### config.mk
export PLATFORM = sky130hd
export DESIGN_NAME = irq_cpu_if
export DESIGN_NICKNAME = d
export VERILOG_FILES = /design/src/rtl/irqcif_pkg.sv /design/src/rtl/irqcif_stack.sv /design/src/rtl/irqcif_elig.sv /design/src/rtl/irqcif_regs.sv /design/src/rtl/irq_cpu_if.sv
export SDC_FILE = /design/constraint.sdc
export NUM_CORES = 1
export LEC_CHECK = 0
export CORE_MARGIN = 3
export CORE_UTILIZATION = 47
export CTS_CLUSTER_DIAMETER = 200
export DETAILED_ROUTE_END_ITERATION = 12
export MAX_ROUTING_LAYER = met4
export PLACE_DENSITY_LB_ADDON = 0.15
export SLEW_MARGIN = 25
export SYNTH_ARGS = -nofsm -noshare
export SYNTH_HDL_FRONTEND = slang
export SYNTH_SLANG_ARGS = --single-unit
### constraint.sdc
create_clock -name clk -period 4 [get_ports clk]
set_clock_uncertainty 0.2 [all_clocks]
set_input_delay 0.4 -clock clk [delete_from_list [all_inputs] [get_ports clk]]
set_output_delay 0.4 -clock clk [all_outputs]
set_load 0.005 [all_outputs]
### src/rtl/irqcif_pkg.sv
package irqcif_pkg;
  localparam int ID_W      = 10;
  localparam int PRIO_W    = 8;
  localparam int DATA_W    = 32;
  localparam int ADDR_W    = 3;

  typedef enum logic [ADDR_W-1:0] {
    RA_CTRL    = 3'd0,
    RA_MASK    = 3'd1,
    RA_ACK     = 3'd2,
    RA_EOI     = 3'd3,
    RA_RUNNING = 3'd4,
    RA_PENDING = 3'd5
  } reg_addr_e;

  function automatic logic [PRIO_W-1:0] impl_mask(input int kept);
    logic [PRIO_W-1:0] m;
    for (int i = 0; i < PRIO_W; i++) m[i] = (i >= PRIO_W - kept);
    return m;
  endfunction
endpackage

### src/rtl/irqcif_stack.sv
module irqcif_stack #(
  parameter int DEPTH  = 4,
  parameter int ID_W   = 10,
  parameter int PRIO_W = 8
) (
  input  logic              clk,
  input  logic              rst_n,
  input  logic              push,
  input  logic [ID_W-1:0]   push_id,
  input  logic [PRIO_W-1:0] push_prio,
  input  logic              pop,
  output logic [PRIO_W-1:0] top_prio,
  output logic [ID_W-1:0]   top_id,
  output logic              empty,
  output logic              full
);
  localparam int CNT_W = $clog2(DEPTH + 1);
  localparam int IDX_W = (DEPTH > 1) ? $clog2(DEPTH) : 1;

  logic [CNT_W-1:0] cnt_q, cnt_d;
  logic [DEPTH-1:0][PRIO_W-1:0] prio_all;
  logic [DEPTH-1:0][ID_W-1:0]   id_all;
  logic [IDX_W-1:0] top_idx;

  assign empty = (cnt_q == '0);
  assign full  = (cnt_q == CNT_W'(DEPTH));

  always_comb begin
    cnt_d = cnt_q;
    if (push && !full)       cnt_d = cnt_q + CNT_W'(1);
    else if (pop && !empty)  cnt_d = cnt_q - CNT_W'(1);
  end

  always_ff @(posedge clk or negedge rst_n) begin
    if (!rst_n) cnt_q <= '0;
    else        cnt_q <= cnt_d;
  end

  for (genvar i = 0; i < DEPTH; i++) begin : gen_ent
    logic              wen;
    logic [PRIO_W-1:0] e_prio;
    logic [ID_W-1:0]   e_id;
    assign wen = push && !full && (cnt_q == CNT_W'(i));
    always_ff @(posedge clk or negedge rst_n) begin
      if (!rst_n) begin
        e_prio <= '0;
        e_id   <= '0;
      end else if (wen) begin
        e_prio <= push_prio;
        e_id   <= push_id;
      end
    end
    assign prio_all[i] = e_prio;
    assign id_all[i]   = e_id;
  end

  always_comb begin
    top_idx = IDX_W'(cnt_q - CNT_W'(1));
    if (empty) begin
      top_prio = '1;
      top_id   = '1;
    end else begin
      top_prio = prio_all[top_idx];
      top_id   = id_all[top_idx];
    end
  end


  no_overflow_chk: assert property (@(posedge clk) disable iff (!rst_n)
    cnt_q <= CNT_W'(DEPTH));


  push_raises_chk: assert property (@(posedge clk) disable iff (!rst_n)
    push |=> (top_prio < $past(top_prio)));


  pop_drops_chk: assert property (@(posedge clk) disable iff (!rst_n)
    pop |=> (cnt_q == $past(cnt_q) - CNT_W'(1)));
endmodule

### src/rtl/irqcif_elig.sv
module irqcif_elig #(
  parameter int PRIO_W = 8,
  parameter int KEPT   = 5
) (
  input  logic              clk,
  input  logic              rst_n,
  input  logic              en,
  input  logic              cand_valid,
  input  logic [PRIO_W-1:0] cand_prio,
  input  logic [PRIO_W-1:0] mask,
  input  logic [PRIO_W-1:0] running,
  output logic [PRIO_W-1:0] cand_prio_impl,
  output logic              eligible,
  output logic              irq
);
  localparam logic [PRIO_W-1:0] KEEP = irqcif_pkg::impl_mask(KEPT);

  logic irq_q, irq_d;

  assign cand_prio_impl = cand_prio & KEEP;

  always_comb begin
    eligible = cand_valid && (cand_prio_impl < mask) && (cand_prio_impl < running);
    irq_d    = en && eligible;
  end

  always_ff @(posedge clk or negedge rst_n) begin
    if (!rst_n) irq_q <= 1'b0;
    else        irq_q <= irq_d;
  end

  assign irq = irq_q;


  irq_needs_en_chk: assert property (@(posedge clk) disable iff (!rst_n)
    irq_q |-> $past(en));
endmodule

### src/rtl/irqcif_regs.sv
module irqcif_regs
  import irqcif_pkg::*;
#(
  parameter int KEPT = 5
) (
  input  logic              clk,
  input  logic              rst_n,
  input  logic              bus_sel,
  input  logic              bus_wr,
  input  logic [ADDR_W-1:0] bus_addr,
  input  logic [DATA_W-1:0] bus_wdata,
  input  logic              eligible,
  input  logic              cand_valid,
  input  logic [ID_W-1:0]   cand_id,
  input  logic [PRIO_W-1:0] cand_prio_impl,
  input  logic              stk_full,
  input  logic              stk_empty,
  input  logic [ID_W-1:0]   top_id,
  input  logic [PRIO_W-1:0] running,
  output logic              ctrl_en,
  output logic [PRIO_W-1:0] mask,
  output logic              push,
  output logic [ID_W-1:0]   push_id,
  output logic [PRIO_W-1:0] push_prio,
  output logic              pop,
  output logic [DATA_W-1:0] rdata,
  output logic              act_pulse,
  output logic [ID_W-1:0]   act_id,
  output logic              deact_pulse,
  output logic [ID_W-1:0]   deact_id
);
  localparam logic [PRIO_W-1:0] KEEP     = impl_mask(KEPT);
  localparam logic [ID_W-1:0]   SPURIOUS = '1;

  logic              rd_en, wr_en;
  logic              en_q, en_d, en_we;
  logic [PRIO_W-1:0] mask_q, mask_d;
  logic              mask_we;
  logic [DATA_W-1:0] rdata_q, rdata_d;
  logic              act_q, deact_q;
  logic [ID_W-1:0]   act_id_q, deact_id_q;

  assign rd_en = bus_sel && !bus_wr;
  assign wr_en = bus_sel && bus_wr;

  always_comb begin
    en_we   = wr_en && (bus_addr == RA_CTRL);
    en_d    = bus_wdata[0];
    mask_we = wr_en && (bus_addr == RA_MASK);
    mask_d  = bus_wdata[PRIO_W-1:0] & KEEP;
    push    = rd_en && (bus_addr == RA_ACK) && en_q && eligible && !stk_full;
    push_id   = cand_id;
    push_prio = cand_prio_impl;
    pop     = wr_en && (bus_addr == RA_EOI) && !stk_empty &&
              (bus_wdata == DATA_W'(top_id));
  end

  always_comb begin
    rdata_d = rdata_q;
    if (rd_en) begin
      case (bus_addr)
        RA_CTRL:    rdata_d = DATA_W'(en_q);
        RA_MASK:    rdata_d = DATA_W'(mask_q);
        RA_ACK:     rdata_d = push ? DATA_W'(cand_id) : DATA_W'(SPURIOUS);
        RA_RUNNING: rdata_d = DATA_W'(running);
        RA_PENDING: rdata_d = cand_valid ? DATA_W'(cand_id) : DATA_W'(SPURIOUS);
        default:    rdata_d = '0;
      endcase
    end
  end

  always_ff @(posedge clk or negedge rst_n) begin
    if (!rst_n) begin
      en_q   <= 1'b0;
      mask_q <= '0;
    end else begin
      if (en_we)   en_q   <= en_d;
      if (mask_we) mask_q <= mask_d;
    end
  end

  always_ff @(posedge clk or negedge rst_n) begin
    if (!rst_n) begin
      rdata_q    <= '0;
      act_q      <= 1'b0;
      deact_q    <= 1'b0;
      act_id_q   <= '0;
      deact_id_q <= '0;
    end else begin
      rdata_q <= rdata_d;
      act_q   <= push;
      deact_q <= pop;
      if (push) act_id_q   <= cand_id;
      if (pop)  deact_id_q <= top_id;
    end
  end

  assign ctrl_en     = en_q;
  assign mask        = mask_q;
  assign rdata       = rdata_q;
  assign act_pulse   = act_q;
  assign act_id      = act_id_q;
  assign deact_pulse = deact_q;
  assign deact_id    = deact_id_q;


  act_not_spurious_chk: assert property (@(posedge clk) disable iff (!rst_n)
    act_q |-> (rdata_q[ID_W-1:0] != SPURIOUS));


  pulses_excl_chk: assert property (@(posedge clk) disable iff (!rst_n)
    !(act_q && deact_q));
endmodule

### src/rtl/irq_cpu_if.sv
module irq_cpu_if
  import irqcif_pkg::*;
#(
  parameter int DEPTH = 4,
  parameter int KEPT  = 5
) (
  input  logic              clk,
  input  logic              rst_n,
  input  logic              cand_valid,
  input  logic [ID_W-1:0]   cand_id,
  input  logic [PRIO_W-1:0] cand_prio,
  input  logic              bus_sel,
  input  logic              bus_wr,
  input  logic [ADDR_W-1:0] bus_addr,
  input  logic [DATA_W-1:0] bus_wdata,
  output logic [DATA_W-1:0] bus_rdata,
  output logic              irq,
  output logic              act_pulse,
  output logic [ID_W-1:0]   act_id,
  output logic              deact_pulse,
  output logic [ID_W-1:0]   deact_id
);
  logic              ctrl_en, eligible, push, pop, stk_full, stk_empty;
  logic [PRIO_W-1:0] mask, running, prio_impl, push_prio;
  logic [ID_W-1:0]   push_id, top_id;

  irqcif_elig #(.PRIO_W(PRIO_W), .KEPT(KEPT)) u_elig (
    .clk(clk), .rst_n(rst_n), .en(ctrl_en), .cand_valid(cand_valid),
    .cand_prio(cand_prio), .mask(mask), .running(running),
    .cand_prio_impl(prio_impl), .eligible(eligible), .irq(irq)
  );

  irqcif_stack #(.DEPTH(DEPTH), .ID_W(ID_W), .PRIO_W(PRIO_W)) u_stack (
    .clk(clk), .rst_n(rst_n), .push(push), .push_id(push_id),
    .push_prio(push_prio), .pop(pop), .top_prio(running), .top_id(top_id),
    .empty(stk_empty), .full(stk_full)
  );

  irqcif_regs #(.KEPT(KEPT)) u_regs (
    .clk(clk), .rst_n(rst_n), .bus_sel(bus_sel), .bus_wr(bus_wr),
    .bus_addr(bus_addr), .bus_wdata(bus_wdata), .eligible(eligible),
    .cand_valid(cand_valid), .cand_id(cand_id), .cand_prio_impl(prio_impl),
    .stk_full(stk_full), .stk_empty(stk_empty), .top_id(top_id),
    .running(running), .ctrl_en(ctrl_en), .mask(mask), .push(push),
    .push_id(push_id), .push_prio(push_prio), .pop(pop), .rdata(bus_rdata),
    .act_pulse(act_pulse), .act_id(act_id), .deact_pulse(deact_pulse),
    .deact_id(deact_id)
  );
endmodule

==> results.ini <==
[global_routing]
overflow = 0
grt_max_degree = 89
grt_pass1_wl_um = 22020
antenna_found_initial = 0
grt_use_total_pct = 22.38
grt_pass1_vias = 4033

[die]
initial_utilization_pct = 49.41
die_y_um = 114.4
die_area_sq_mm = 0.01308
rows = 38
coreArea_sq_mm = 0.01117
dieWidth_um = 114.4
pin_count = 113

[synthesis]
yosysMostFrequentCell = dfrtp_1
synth_top_flop_cell = dfrtp_1
netlist_top_cells_count = dfrtp_1 (102), nand2_1 (66), mux2_4 (35)
yosysWarnings = 0
synth-seq-area-share_pct = 46.24
synth_area_sq_mm = 0.005520
synth.area.top_cells = dfrtp_1 (46%), mux2_4 (9.5%), mux2_2 (6.9%)
netlist.top_cell.by_area = dfrtp_1
synth-edff-count = 0
synthArstFlopShare_pct = 100.0
synth.top_cell.area_share_pct = 46.24
synth_cells = 470
synth_cell_types = 52
ys_ff_latch = 102
avgSynthCellArea_sq_um = 11.75

[worst_setup_path]
crit_path_start_kind = flop
cp_max_fo = 12
critPathArrivalTime_ns = 3.83
crit_start = u_stack.cnt_q[1]$_DFFE_PN0P_
end_kind = flop
cp.required_ns = 4.02
cpMaxStageDelayCell = or3_4
path_cells = inv_1 -> ha_2 -> buf_4 -> mux4_2 -> nor2_1 -> ha_1 -> a21o_1 -> a21oi_1 -> o221ai_2 -> or3_4 -> nor2_8 -> buf_12 -> mux2_2
cpPeakStageDelay_ns = 0.46
r2r-start = u_stack.cnt_q[1]$_DFFE_PN0P_
path_class = flop to flop

[place]
pre_cts_ws_ns = 0.1716
hpwl_um = 9794
gp_congestion = 0.8508
portBuffers = 87
placed_area_sq_mm = 0.006484

[timing]
finalCriticalPeriod_ns = 3.813
period_share_pct = 95.31
final-max-slew-violation-count = 0
setup_viol = 0
rsz0062_at_grt = no
slew_headroom_pct = 45.70
tns_ns = 0
tightestPinTransition_ns = 0.8145
fin_ws_ns = 0.1874
hold_viol = 0
fmax_mhz = 262.3
finalHoldWorstSlack_ns = 0.2641

[clock_network]
cts_root_buf = clkbuf_16
cts.sinks = 102
numCtsBuffers = 9
clk_pin_slew_ns = 0.07
clock_latency_ns = 0.34
cts_tree = done
ctsHtreeMaxLevel = 3
clockBufferDepth = 2

[finish]
diodes = 0
fillers = 937
fin_nets = 637
area.growth.synth_to_final_pct = 23.50
design_area_sq_mm = 0.006818
final_core_util_pct = 61.02
layout-drive-gt1-share_pct = 21.97

[detailed_routing]
wl_met3_um = 882
drc = 0
wl_met2_um = 6262
wirelength_met1_um = 6318
wirelength_um = 13610
dr.pass1.iters = 7
drtAntennaViolNets = 0
top_layer_used = met4
drtIter0Drc = 249
vias_per_cell = 5.535
routed-via-count = 3924
wl_per_cell_um = 19.20

[power]
power_leakage_nw = 3.305
vdd_drop_max_mv = 0.3001
power_density_mw_per_mm2 = 329.7

[hold_path]
min_from = u_regs.deact_id[6]$_DFFE_PN0P_
hp-class = flop to flop

[flow_run]
drv_cap = 0

[run_status]
status = complete, no violations

cell families after synthesis:
kind of cell | share of synthesized area, %
AND/OR/NAND/NOR | 12.78
adder cells (fa/ha/maj) | 3.400
XOR/XNOR | 1.428
buffers and inverters | 6.460
multiplexers | 22.62
other | 0.06793
AO/OA/AOI/OAI | 7.003
flip-flops | 46.24
worst paths after layout:
kind,to,cells after the start,slack (ns)
setup / recovery,u_stack.gen_ent[0].e_prio[5]$_DFFE_PN0P_,13,0.19
hold / removal,u_regs.deact_id[6]$_DFFE_PN0P_,2,0.26
setup reg to reg,u_stack.gen_ent[0].e_prio[5]$_DFFE_PN0P_,13,0.19
hold reg to reg,u_regs.deact_id[6]$_DFFE_PN0P_,2,0.26
max in group asynchronous,u_stack.gen_ent[0].e_id[7]$_DFFE_PN0P_,3,2.36
min in group asynchronous,u_regs.mask[6]$_DFFE_PN0P_,2,0.47
repair_timing:
| action | in CTS | in global routing |
|---|---|---|
| hold endpoints to repair | 87 | 0 |
| endpoints found under the setup margin | 0 | 7 |
| setup buffers | 0 | 0 |
| gates resized for setup | 0 | 2 |
| hold buffers | 1 | 0 |
final cells by class:
type	count	area, sq um	area share, %
flip-flops and latches	102	2552	37.44
well taps	140	175.2	2.569
inverters	11	41.29	0.6056
repair buffers	105	1035	15.18
clock buffers	11	252.7	3.707
clock inverters	5	63.81	0.9360
multi-input cells	335	2698	39.57
sequential cells by signal (all words and copies together) (netlist names):
signal / count
u_regs.ctrl_en: 1
u_regs.rdata: 10
u_elig.irq: 1
u_regs.act_id: 10
u_stack.cnt_q: 3
u_stack.gen_ent.e_prio: 20
u_regs.deact_pulse: 1
u_stack.gen_ent.e_id: 40
u_regs.mask: 5
u_regs.act_pulse: 1
u_regs.deact_id: 10
metrics by stage:
stage	cells	power [W]
after floorplan	491	0.001208
after global placement	692	0.001345
after detailed placement	692	0.001349
after CTS	709	0.002278
after global routing	709	0.002347
final	709	0.002248
power by group:
group | internal [W] | leakage (nW) | switching [W]
clock | 0.000525 | 0.153 | 0.000392
combinational | 0.000126 | 1.76 | 0.000121
sequential | 0.00106 | 1.39 | 0.0000242
metal layers:
layer / vias to the layer above / GRT usage, %
met5: - / -
met4: 0 / 4.671
met3: 11 / 3.753
met2: 139 / 35.01
met1: 1956 / 31.06
li1: 1818 / -
cell usage in the layout, fill, tap and decap left out, types with 14 or more instances in the layout:
cell type,n
buf_4,15
clkdlybuf4s50_1,86
conb_1,22
dfrtp_1,102
ha_1,14
mux2_2,34
mux2_4,35
mux2i_1,16
nand2_1,66
nor2_1,22
o21ai_0,17
critical path, delay by kind of cell (launching register included):
family,cells,cell delay (ns)
and+or+nand+nor,3,0.76
adders and majority gates,2,0.67
muxes,2,0.65
AOI/OAI and AO/OA,3,0.56
buffers and inverters,3,0.43
DFF,1,0.42
(Power assumes the default switching activity.)
